===== src/rtl/timer_pkg.sv =====
// timer_pkg: shared constants and types for the interval timer.
// Assumes a fixed 4 KB register window with word-aligned registers.
package timer_pkg;

    localparam int ADDR_W = 12;
    localparam int IDX_W  = ADDR_W - 2;

    // Register indices; the order is fixed by the software view.
    typedef enum logic [IDX_W-1:0] {
        REG_IDENT = 10'd0,
        REG_RUN   = 10'd1,
        REG_MODE  = 10'd2,
        REG_LIMIT = 10'd3,
        REG_COUNT = 10'd4,
        REG_IEN   = 10'd5,
        REG_ISTAT = 10'd6,
        REG_RATE  = 10'd7
    } reg_idx_e;

    // One write strobe per writable register.
    typedef struct packed {
        logic run;
        logic mode;
        logic limit;
        logic count;
        logic ien;
        logic istat;
    } wr_strobe_t;

endpackage


===== src/rtl/tmr_counter.sv =====
// tmr_counter: the down-counter with load, reload and one-shot hold.
// Assumes at most one of ld_limit / ld_value is high in a cycle; a load
// or a restart (hold) suppresses the tick of that cycle.
module tmr_counter #(
    parameter int DATA_W = 32
) (
    input  logic              clk,
    input  logic              rst_n,
    input  logic              tick_en,
    input  logic              run,
    input  logic              mode,
    input  logic [DATA_W-1:0] limit,
    input  logic              ld_limit,
    input  logic              ld_value,
    input  logic              hold,
    input  logic [DATA_W-1:0] wr_data,
    output logic [DATA_W-1:0] count,
    output logic              expire
);

    localparam logic [DATA_W-1:0] ONE  = DATA_W'(1);
    localparam logic [DATA_W-1:0] ZERO = '0;

    logic step;

    // Decide whether this cycle counts and whether it expires.
    always_comb begin
        step   = run && tick_en && !hold && !ld_limit && !ld_value;
        expire = step && (count == ONE);
    end

    // Update the count: loads first, then expiry, then plain decrement.
    always_ff @(posedge clk) begin
        if (!rst_n) begin
            count <= ZERO;
        end else if (ld_limit || ld_value) begin
            count <= wr_data;
        end else if (expire) begin
            count <= mode ? ZERO : limit;
        end else if (step) begin
            count <= count - ONE;
        end
    end

    p_step_r3: assert property (@(posedge clk) disable iff (!rst_n)
        (run && tick_en && !hold && !ld_limit && !ld_value && count != ONE)
        |=> count == $past(count) - ONE);

    p_hold_r3: assert property (@(posedge clk) disable iff (!rst_n)
        (!run && !ld_limit && !ld_value) |=> $stable(count));

    p_reload_r4: assert property (@(posedge clk) disable iff (!rst_n)
        (expire && !mode) |=> count == $past(limit));

    p_zero_r5: assert property (@(posedge clk) disable iff (!rst_n)
        (expire && mode) |=> count == ZERO);

    p_load_r6: assert property (@(posedge clk) disable iff (!rst_n)
        ld_limit |=> count == $past(wr_data));

endmodule


===== src/rtl/tmr_regs.sv =====
// tmr_regs: address decode, control/status registers and read mux.
// Assumes combinational reads and writes that take effect at the clock edge.
module tmr_regs
    import timer_pkg::*;
#(
    parameter int          DATA_W    = 32,
    parameter logic [31:0] DEV_ID    = 32'h5A17_0001,
    parameter logic [31:0] TICK_RATE = 32'd1_000_000
) (
    input  logic              clk,
    input  logic              rst_n,
    input  logic [ADDR_W-1:0] addr,
    input  logic              wr_en,
    input  logic [DATA_W-1:0] wr_data,
    input  logic              expire,
    input  logic [DATA_W-1:0] count,
    output wr_strobe_t        stb,
    output logic              run_q,
    output logic              mode_q,
    output logic [DATA_W-1:0] limit_q,
    output logic              ien_q,
    output logic              istat_q,
    output logic              restart,
    output logic [DATA_W-1:0] rd_data
);

    logic [IDX_W-1:0] idx;
    logic             wr_nz;

    assign idx   = addr[ADDR_W-1:2];
    assign wr_nz = |wr_data;

    // Decode the write strobes; read-only and unmapped indices get none.
    always_comb begin
        stb = '0;
        if (wr_en) begin
            case (idx)
                REG_RUN:   stb.run   = 1'b1;
                REG_MODE:  stb.mode  = 1'b1;
                REG_LIMIT: stb.limit = 1'b1;
                REG_COUNT: stb.count = 1'b1;
                REG_IEN:   stb.ien   = 1'b1;
                REG_ISTAT: stb.istat = 1'b1;
                default:   stb       = '0;
            endcase
        end
    end

    // A mode write while running stops and restarts the count.
    assign restart = stb.mode && run_q;

    // Run state: software changes win, otherwise a one-shot expiry stops it.
    always_ff @(posedge clk) begin
        if (!rst_n) begin
            run_q <= 1'b0;
        end else if (stb.run && (wr_nz != run_q)) begin
            run_q <= wr_nz;
        end else if (expire && mode_q) begin
            run_q <= 1'b0;
        end
    end

    // Mode, limit and enable registers.
    always_ff @(posedge clk) begin
        if (!rst_n) begin
            mode_q  <= 1'b0;
            limit_q <= '0;
            ien_q   <= 1'b0;
        end else begin
            if (stb.mode)  mode_q  <= wr_nz;
            if (stb.limit) limit_q <= wr_data;
            if (stb.ien)   ien_q   <= wr_nz;
        end
    end

    // Sticky status flag: expiry sets it and wins over a clear.
    always_ff @(posedge clk) begin
        if (!rst_n) begin
            istat_q <= 1'b0;
        end else if (expire) begin
            istat_q <= 1'b1;
        end else if (stb.istat && wr_data[0]) begin
            istat_q <= 1'b0;
        end
    end

    // Read multiplexer; unmapped indices return zero.
    always_comb begin
        case (idx)
            REG_IDENT: rd_data = DATA_W'(DEV_ID);
            REG_RUN:   rd_data = DATA_W'(run_q);
            REG_MODE:  rd_data = DATA_W'(mode_q);
            REG_LIMIT: rd_data = limit_q;
            REG_COUNT: rd_data = count;
            REG_IEN:   rd_data = DATA_W'(ien_q);
            REG_ISTAT: rd_data = DATA_W'(istat_q);
            REG_RATE:  rd_data = DATA_W'(TICK_RATE);
            default:   rd_data = '0;
        endcase
    end

    initial begin
        a_rate_nonzero_r2: assert (TICK_RATE != 32'd0);
    end

    p_autostop_r5: assert property (@(posedge clk) disable iff (!rst_n)
        (expire && mode_q && !stb.run) |=> !run_q);

    p_noop_r8: assert property (@(posedge clk) disable iff (!rst_n)
        (stb.run && (wr_nz == run_q) && !expire) |=> run_q == $past(run_q));

    p_set_r11: assert property (@(posedge clk) disable iff (!rst_n)
        expire |=> istat_q);

    p_keep_r11: assert property (@(posedge clk) disable iff (!rst_n)
        (istat_q && !(stb.istat && wr_data[0])) |=> istat_q);

endmodule


===== src/rtl/interval_timer.sv =====
// interval_timer: top of the programmable down-counting timer.
// Assumes tick_en is synchronous to clk; rd_data is combinational on addr.
module interval_timer
    import timer_pkg::*;
#(
    parameter int          DATA_W    = 32,
    parameter logic [31:0] DEV_ID    = 32'h5A17_0001,
    parameter logic [31:0] TICK_RATE = 32'd1_000_000
) (
    input  logic              clk,
    input  logic              rst_n,
    input  logic              tick_en,
    input  logic [ADDR_W-1:0] addr,
    input  logic              wr_en,
    input  logic [DATA_W-1:0] wr_data,
    output logic [DATA_W-1:0] rd_data,
    output logic              irq
);

    wr_strobe_t        stb;
    logic              run_q;
    logic              mode_q;
    logic [DATA_W-1:0] limit_q;
    logic              ien_q;
    logic              istat_q;
    logic              restart;
    logic              expire;
    logic [DATA_W-1:0] count;

    tmr_regs #(
        .DATA_W   (DATA_W),
        .DEV_ID   (DEV_ID),
        .TICK_RATE(TICK_RATE)
    ) u_regs (
        .clk     (clk),
        .rst_n   (rst_n),
        .addr    (addr),
        .wr_en   (wr_en),
        .wr_data (wr_data),
        .expire  (expire),
        .count   (count),
        .stb     (stb),
        .run_q   (run_q),
        .mode_q  (mode_q),
        .limit_q (limit_q),
        .ien_q   (ien_q),
        .istat_q (istat_q),
        .restart (restart),
        .rd_data (rd_data)
    );

    tmr_counter #(
        .DATA_W(DATA_W)
    ) u_counter (
        .clk     (clk),
        .rst_n   (rst_n),
        .tick_en (tick_en),
        .run     (run_q),
        .mode    (mode_q),
        .limit   (limit_q),
        .ld_limit(stb.limit),
        .ld_value(stb.count),
        .hold    (restart),
        .wr_data (wr_data),
        .count   (count),
        .expire  (expire)
    );

    // Interrupt level: status gated by enable.
    assign irq = istat_q && ien_q;

    p_irq_clear_r10: assert property (@(posedge clk) disable iff (!rst_n)
        (wr_en && addr[ADDR_W-1:2] == REG_IEN && wr_data == '0) |=> !irq);

endmodule


===== config.mk =====
export PLATFORM = sky130hd
export DESIGN_NAME = interval_timer
export DESIGN_NICKNAME = d
export VERILOG_FILES = /design/src/rtl/timer_pkg.sv /design/src/rtl/tmr_counter.sv /design/src/rtl/tmr_regs.sv /design/src/rtl/interval_timer.sv
export SDC_FILE = /design/constraint.sdc
export NUM_CORES = 1
export LEC_CHECK = 0
export BUFFER_PORTS_ARGS = -buffer_cell sky130_fd_sc_hd__buf_4
export CAP_MARGIN = 20
export CORE_UTILIZATION = 56
export CTS_CLUSTER_DIAMETER = 120
export DETAILED_ROUTE_END_ITERATION = 16
export PLACE_DENSITY = 0.8
export SLEW_MARGIN = 15
export SYNTH_ARGS = -nofsm -noshare
export SYNTH_HDL_FRONTEND = slang
export SYNTH_HIERARCHICAL = 1
export SYNTH_SLANG_ARGS = --single-unit
export TNS_END_PERCENT = 30

===== constraint.sdc =====
create_clock -name clk -period 3.08 [get_ports clk]
set_input_delay 0.154 -clock clk [delete_from_list [all_inputs] [get_ports clk]]
set_output_delay 0.154 -clock clk [all_outputs]
set_load 0.05 [all_outputs]

After elaboration in Yosys (flattened, before gate mapping)
Index checks and enable logic that the tools add are counted.

cells by class
  add/sub/neg operators = 1
  reductions and logical operators = 19
  multiplexer cells = 16
  eq/ne operators = 9

operators with widths
  operator                                             number
  one-hot mux 32 bit (8 select lines)                  1
  two-way mux 32 bit                                   4
  == test 10 x 3 -> 1 bit (second input constant)      4
  == test 32 x 1 -> 1 bit (second input constant)      1
  OR reduction 32 bit                                  1
  subtractor 32 x 1 -> 32 bit (second input constant)  1
  == test 10 x 2 -> 1 bit (second input constant)      2
  == test 10 x 1 -> 1 bit (second input constant)      1
  logical AND 1 bit                                    10
  zero test 10 bit                                     1
  two-way mux 1 bit                                    10
  two-way mux 6 bit                                    1
  nonzero test 2 bit                                   2
  zero test 1 bit                                      3
  nonzero test 3 bit                                   1
  logical OR 1 bit                                     1
  inequality test 1 bit                                1

storage, ports and cells
  output and inout bits = 33
  input bits = 48
  register bits = 68

Longest topological paths before layout
  word-level depth = 12
  mapped depth = 14
  depth with buffers taken out = 10

Cells and area by module
The synthesis kept the hierarchy.

by module, submodules not included
  module          area an instance (sq um)  sequential area each (sq um)  times used  cells an instance
  tmr_counter     2393.5                    640.6                         1           319
  tmr_regs        1976.9                    720.7                         1           261
  interval_timer  6.3                       0.0                           1           1

Worst setup path after synthesis
No wires, ideal clock.

  path kind = input -> register
  start point = in addr[8]
  end point = reg u_counter.count[3]
  data required time = 3004 ps
  setup slack = 391 ps
  path buffers = 5
  stages = 10
  arrival = 2613 ps
  path through = or4_1 buf_2 nor4_4 buf_2 or2_2 clkbuf_1 clkbuf_1 clkbuf_1 a22oi_1 o22ai_1

RTL lines
  item                    line                  source
  start: declaration      interval_timer.sv:13  input logic [ADDR_W-1:0] addr,
  end signal: assignment  tmr_counter.sv:37     count <= wr_data;
  end signal: assignment  tmr_counter.sv:39     count <= mode ? ZERO : limit;
  end signal: assignment  tmr_counter.sv:41     count <= count - ONE;
  end: declaration        tmr_counter.sv:17     output logic [DATA_W-1:0] count,

Final worst setup path
  start point = reg u_counter.count[19]
  end point = reg u_counter.count[3]

between the ends
  longest elaborated chain between the ends = 4
  elaborated cells on any way between the ends = 5

RTL lines
  item                         line                  source
  == test 32 x 1 -> 1 bit (*)  tmr_counter.sv:29     expire = step && (count == ONE);
  logical AND 1 bit (*)        tmr_counter.sv:29
  net expire                   interval_timer.sv:27  logic expire;
  two-way mux 32 bit           tmr_counter.sv:38     end else if (expire) begin
  two-way mux 32 bit           tmr_counter.sv:36     end else if (ld_limit || ld_value) begin

The timed path passes the listed nets; every way through them passes the cells marked *.
A chain may end at the register's enable or synchronous reset.

==> impl_results.md <==
* Outcome: finished, final reports clean
* Top_reg_cell synth: dfxtp_1
* Area of the die at around 8000 um^2
* Cell Area, Synth at around 4400 um^2
* # diodes at 0
* CP max FO at 21
* Critical path cell sequence: or4_1, nor4b_4, nand4_4, inv_2, buf_4, a21oi_1, a31oi_1, o22ai_1
* Area grow syn2layout at 21.2%
* Final worst setup slack at approximately 540 ps
* Initial antenna violation count at 0
* Final hold violation count at 0
* Hold/Removal Path Class: in2reg
* Post-cts hold buffer count at 0
* Fin nets at 701
* CTS tree: done
* Comb pwr share at roughly 7.7%
* Post-synthesis async set-or-reset flop share at 0%
* H-tree depth at 3
* Most frequent cells in the layout: 107 x nand2_1, 103 x buf_4, 68 x dfxtp_1
* Final setup viols at 0
* Peak VDD IR at roughly 0.35 mV
* Num ports at a little over 80
* Final-layout fill cell count at 611
* Fmax at 393 MHz
* Layout cell share with drive strength beyond 1 at roughly a fifth
* EDFF count, synth at 0
* Number of unique standard cell types used by synthesis at 54
* Pint at between 0.0015 and 0.002 W
* First drt pass iteration count at 5
* Die width at ~90 um
* DR vias/cell at 6.76
* Ys Warns at 6
* Crit path buf inv count at 2
* Sw Ratio at 22.8%
* #FFs+latches synth at slightly below 70
* Core area at between 7000 and 8000 um^2
* Postcts setup bufs at 0
* Die Height at ~90 um
* Synth Area per Inst at roughly 7.5 um^2
* Sequential Power Share at 45.2%
* Crit end category: flip-flop
* Final GP Congestion at around 0.97
* Required @ worst endpoint at about 3300 ps
* # rows at 31
* CP Class: reg2reg
* Worst-Skew Late Latency at approximately 350 ps
* First-pass GRT wire length at approximately 25000 um
* Routed vias at ~5.1k
* Setup Skew at around 5.6 ps
* NetSw at about 0.00044 W
* Wirelength per Cell at 20.1 um
* Max incr delay on CP at between 600 and 700 ps
* Max-cap violation count at 0
* Hpwl dp at about 10000 um
* PwrDens at 367 nW/um^2
* Grt ovf at 0
* Post-synthesis cell count at around 580
* CP startpoint kind: flip-flop
* Clock network fraction of total power at 47.2%
* Pre-CTS setup slack at 296 ps
* Period Utilization, post-route at 82.5%
* Arrival time at the worst endpoint at 2750 ps
* Kind of cell adding the most delay to the critical path: simple AND/OR/NAND/NOR gates
* Lkg Pwr at 2.11 nW
* Final ANT Viol Nets at 0
* CTS clock-pin slew for the worst setup and hold paths at about 80 ps
* Sequential area share after synthesis at 31.1%
* I/O Buffers at 78
* Min Clock Period, post-route at about 2500 ps
* Via count of the first global-routing pass at between 4k and 5k
* Clock Tree Buf Depth at 2
* Max-Slew Margin vs Limit at between 50 and 60%
* Post-route setup TNS at 0 ps
* CTS sink cnt at between 60 and 70
* Most common cell after layout, fill and taps aside: nand2_1
* RSZ-0062 raised after global routing: no
* Largest net degree at the start of global routing at 39
* Worst-Margin Slew at between 600 and 700 ps
* Remaining DRCs at 0
* Final wirelength at 15100 um
* Total Routing Usage GR at 37.4%
* Fin. max-slew vios at 0
* Synth Net Count at ~630
* Initial core utilization at 59.1%
* Hold slack at around 64 ps
* Drt initial violations at 635
* TritonCTS Buffers at 9
* Root Buffer: clkbuf_8
* Max stage delay cell, worst path: or4_1
* Post-CTS Resized at 0
-- worst paths after layout --
path	start	slack, ps	cells after the start	end
setup / recovery	u_counter/count[19]	540	8	u_counter/count[3]
hold / removal	wr_data[0]	60	2	u_regs/istat_q
setup reg to reg	u_counter/count[19]	540	8	u_counter/count[3]
hold reg to reg	u_regs/limit_q[18]	470	2	u_regs/limit_q[18]
-- cells by family (layout without fill, tap and decap cells) --
| kind of cell | count (synthesis) | after routing | synth area share (%) |
|---|---|---|---|
| adder cells (fa/ha/maj) | 2 | 2 | 0.572 |
| multiplexers | 3 | 3 | 0.686 |
| flip-flops | 68 | 68 | 31.1 |
| AND/OR/NAND/NOR | 233 | 233 | 27.3 |
| buffers and inverters | 55 | 130 | 6.06 |
| XOR/XNOR | 18 | 18 | 3.60 |
| AO/OA/AOI/OAI | 202 | 202 | 30.7 |
-- registers in the layout (all words and copies together) (netlist names) --
register and cells:
u_regs/limit_q 32, u_counter/count 32, u_regs/run_q 1, u_regs/mode_q 1
u_regs/istat_q 1, u_regs/ien_q 1
-- synthesized netlist by cell type (all sizes together), types with 17 or more instances --
cell | count | area [um^2]
nand2 | 107 | 402
buf | 17 | 123
dfxtp | 68 | 1360
a21oi | 45 | 225
nand3 | 18 | 90.1
a21boi | 32 | 240
a31oi | 22 | 138
o21ai | 27 | 135
nor4 | 27 | 203
clkbuf | 27 | 101
a22o | 19 | 166
nor2 | 26 | 97.6
-- layout make-up --
cell class                      count  area, um^2  area share, %
Clock inverter                      6         111           2.10
Timing Repair Buffer              103         773           14.6
Clock buffer                       10         138           2.59
Multi-Input combinational cell    458        2760           52.0
Inverter                           11        41.3          0.778
Sequential cell                    68        1360           25.7
Tap cell                           99         124           2.33
-- worst reg2reg max path: stages (launching register included) --
cell and delay [ps]:
dfxtp_1 420, or4_1 630, nor4b_4 350, nand4_4 230, inv_2 120, buf_4 280, a21oi_1 90, a31oi_1 170
o22ai_1 110
-- stage by stage --
| stage | cells | area [um^2] | util [%] | total power (W) |
|---|---|---|---|---|
| floorplan | 581 | 4380 | - | 0.000958 |
| global placement | 739 | 5060 | 68.2 | 0.00104 |
| detailed placement | 739 | 5060 | 68.2 | 0.00104 |
| CTS | 755 | 5310 | 71.6 | 0.00195 |
| global route | 755 | 5310 | 71.6 | 0.00201 |
| finish | 755 | 5310 | 71.6 | 0.00195 |
-- per-layer routing --
layer,track usage [%],vias up,routed length [um]
li1,-,2293,-
met1,48.7,2342,6060
met2,59.4,405,6710
met3,8.00,65,1760
met4,16.8,0,607
met5,0,-,0
-- power by group through the flow --
stage / Clock, W / Sequential, W / Combinational, W
floorplan: 0 / 0.000900 / 0.0000578
global placement: 0 / 0.000901 / 0.000140
detailed placement: 0 / 0.000901 / 0.000143
CTS: 0.000927 / 0.000880 / 0.000144
global route: 0.000972 / 0.000880 / 0.000158
finish: 0.000919 / 0.000880 / 0.000149
No activity file was read; power rests on OpenSTA's default activity.
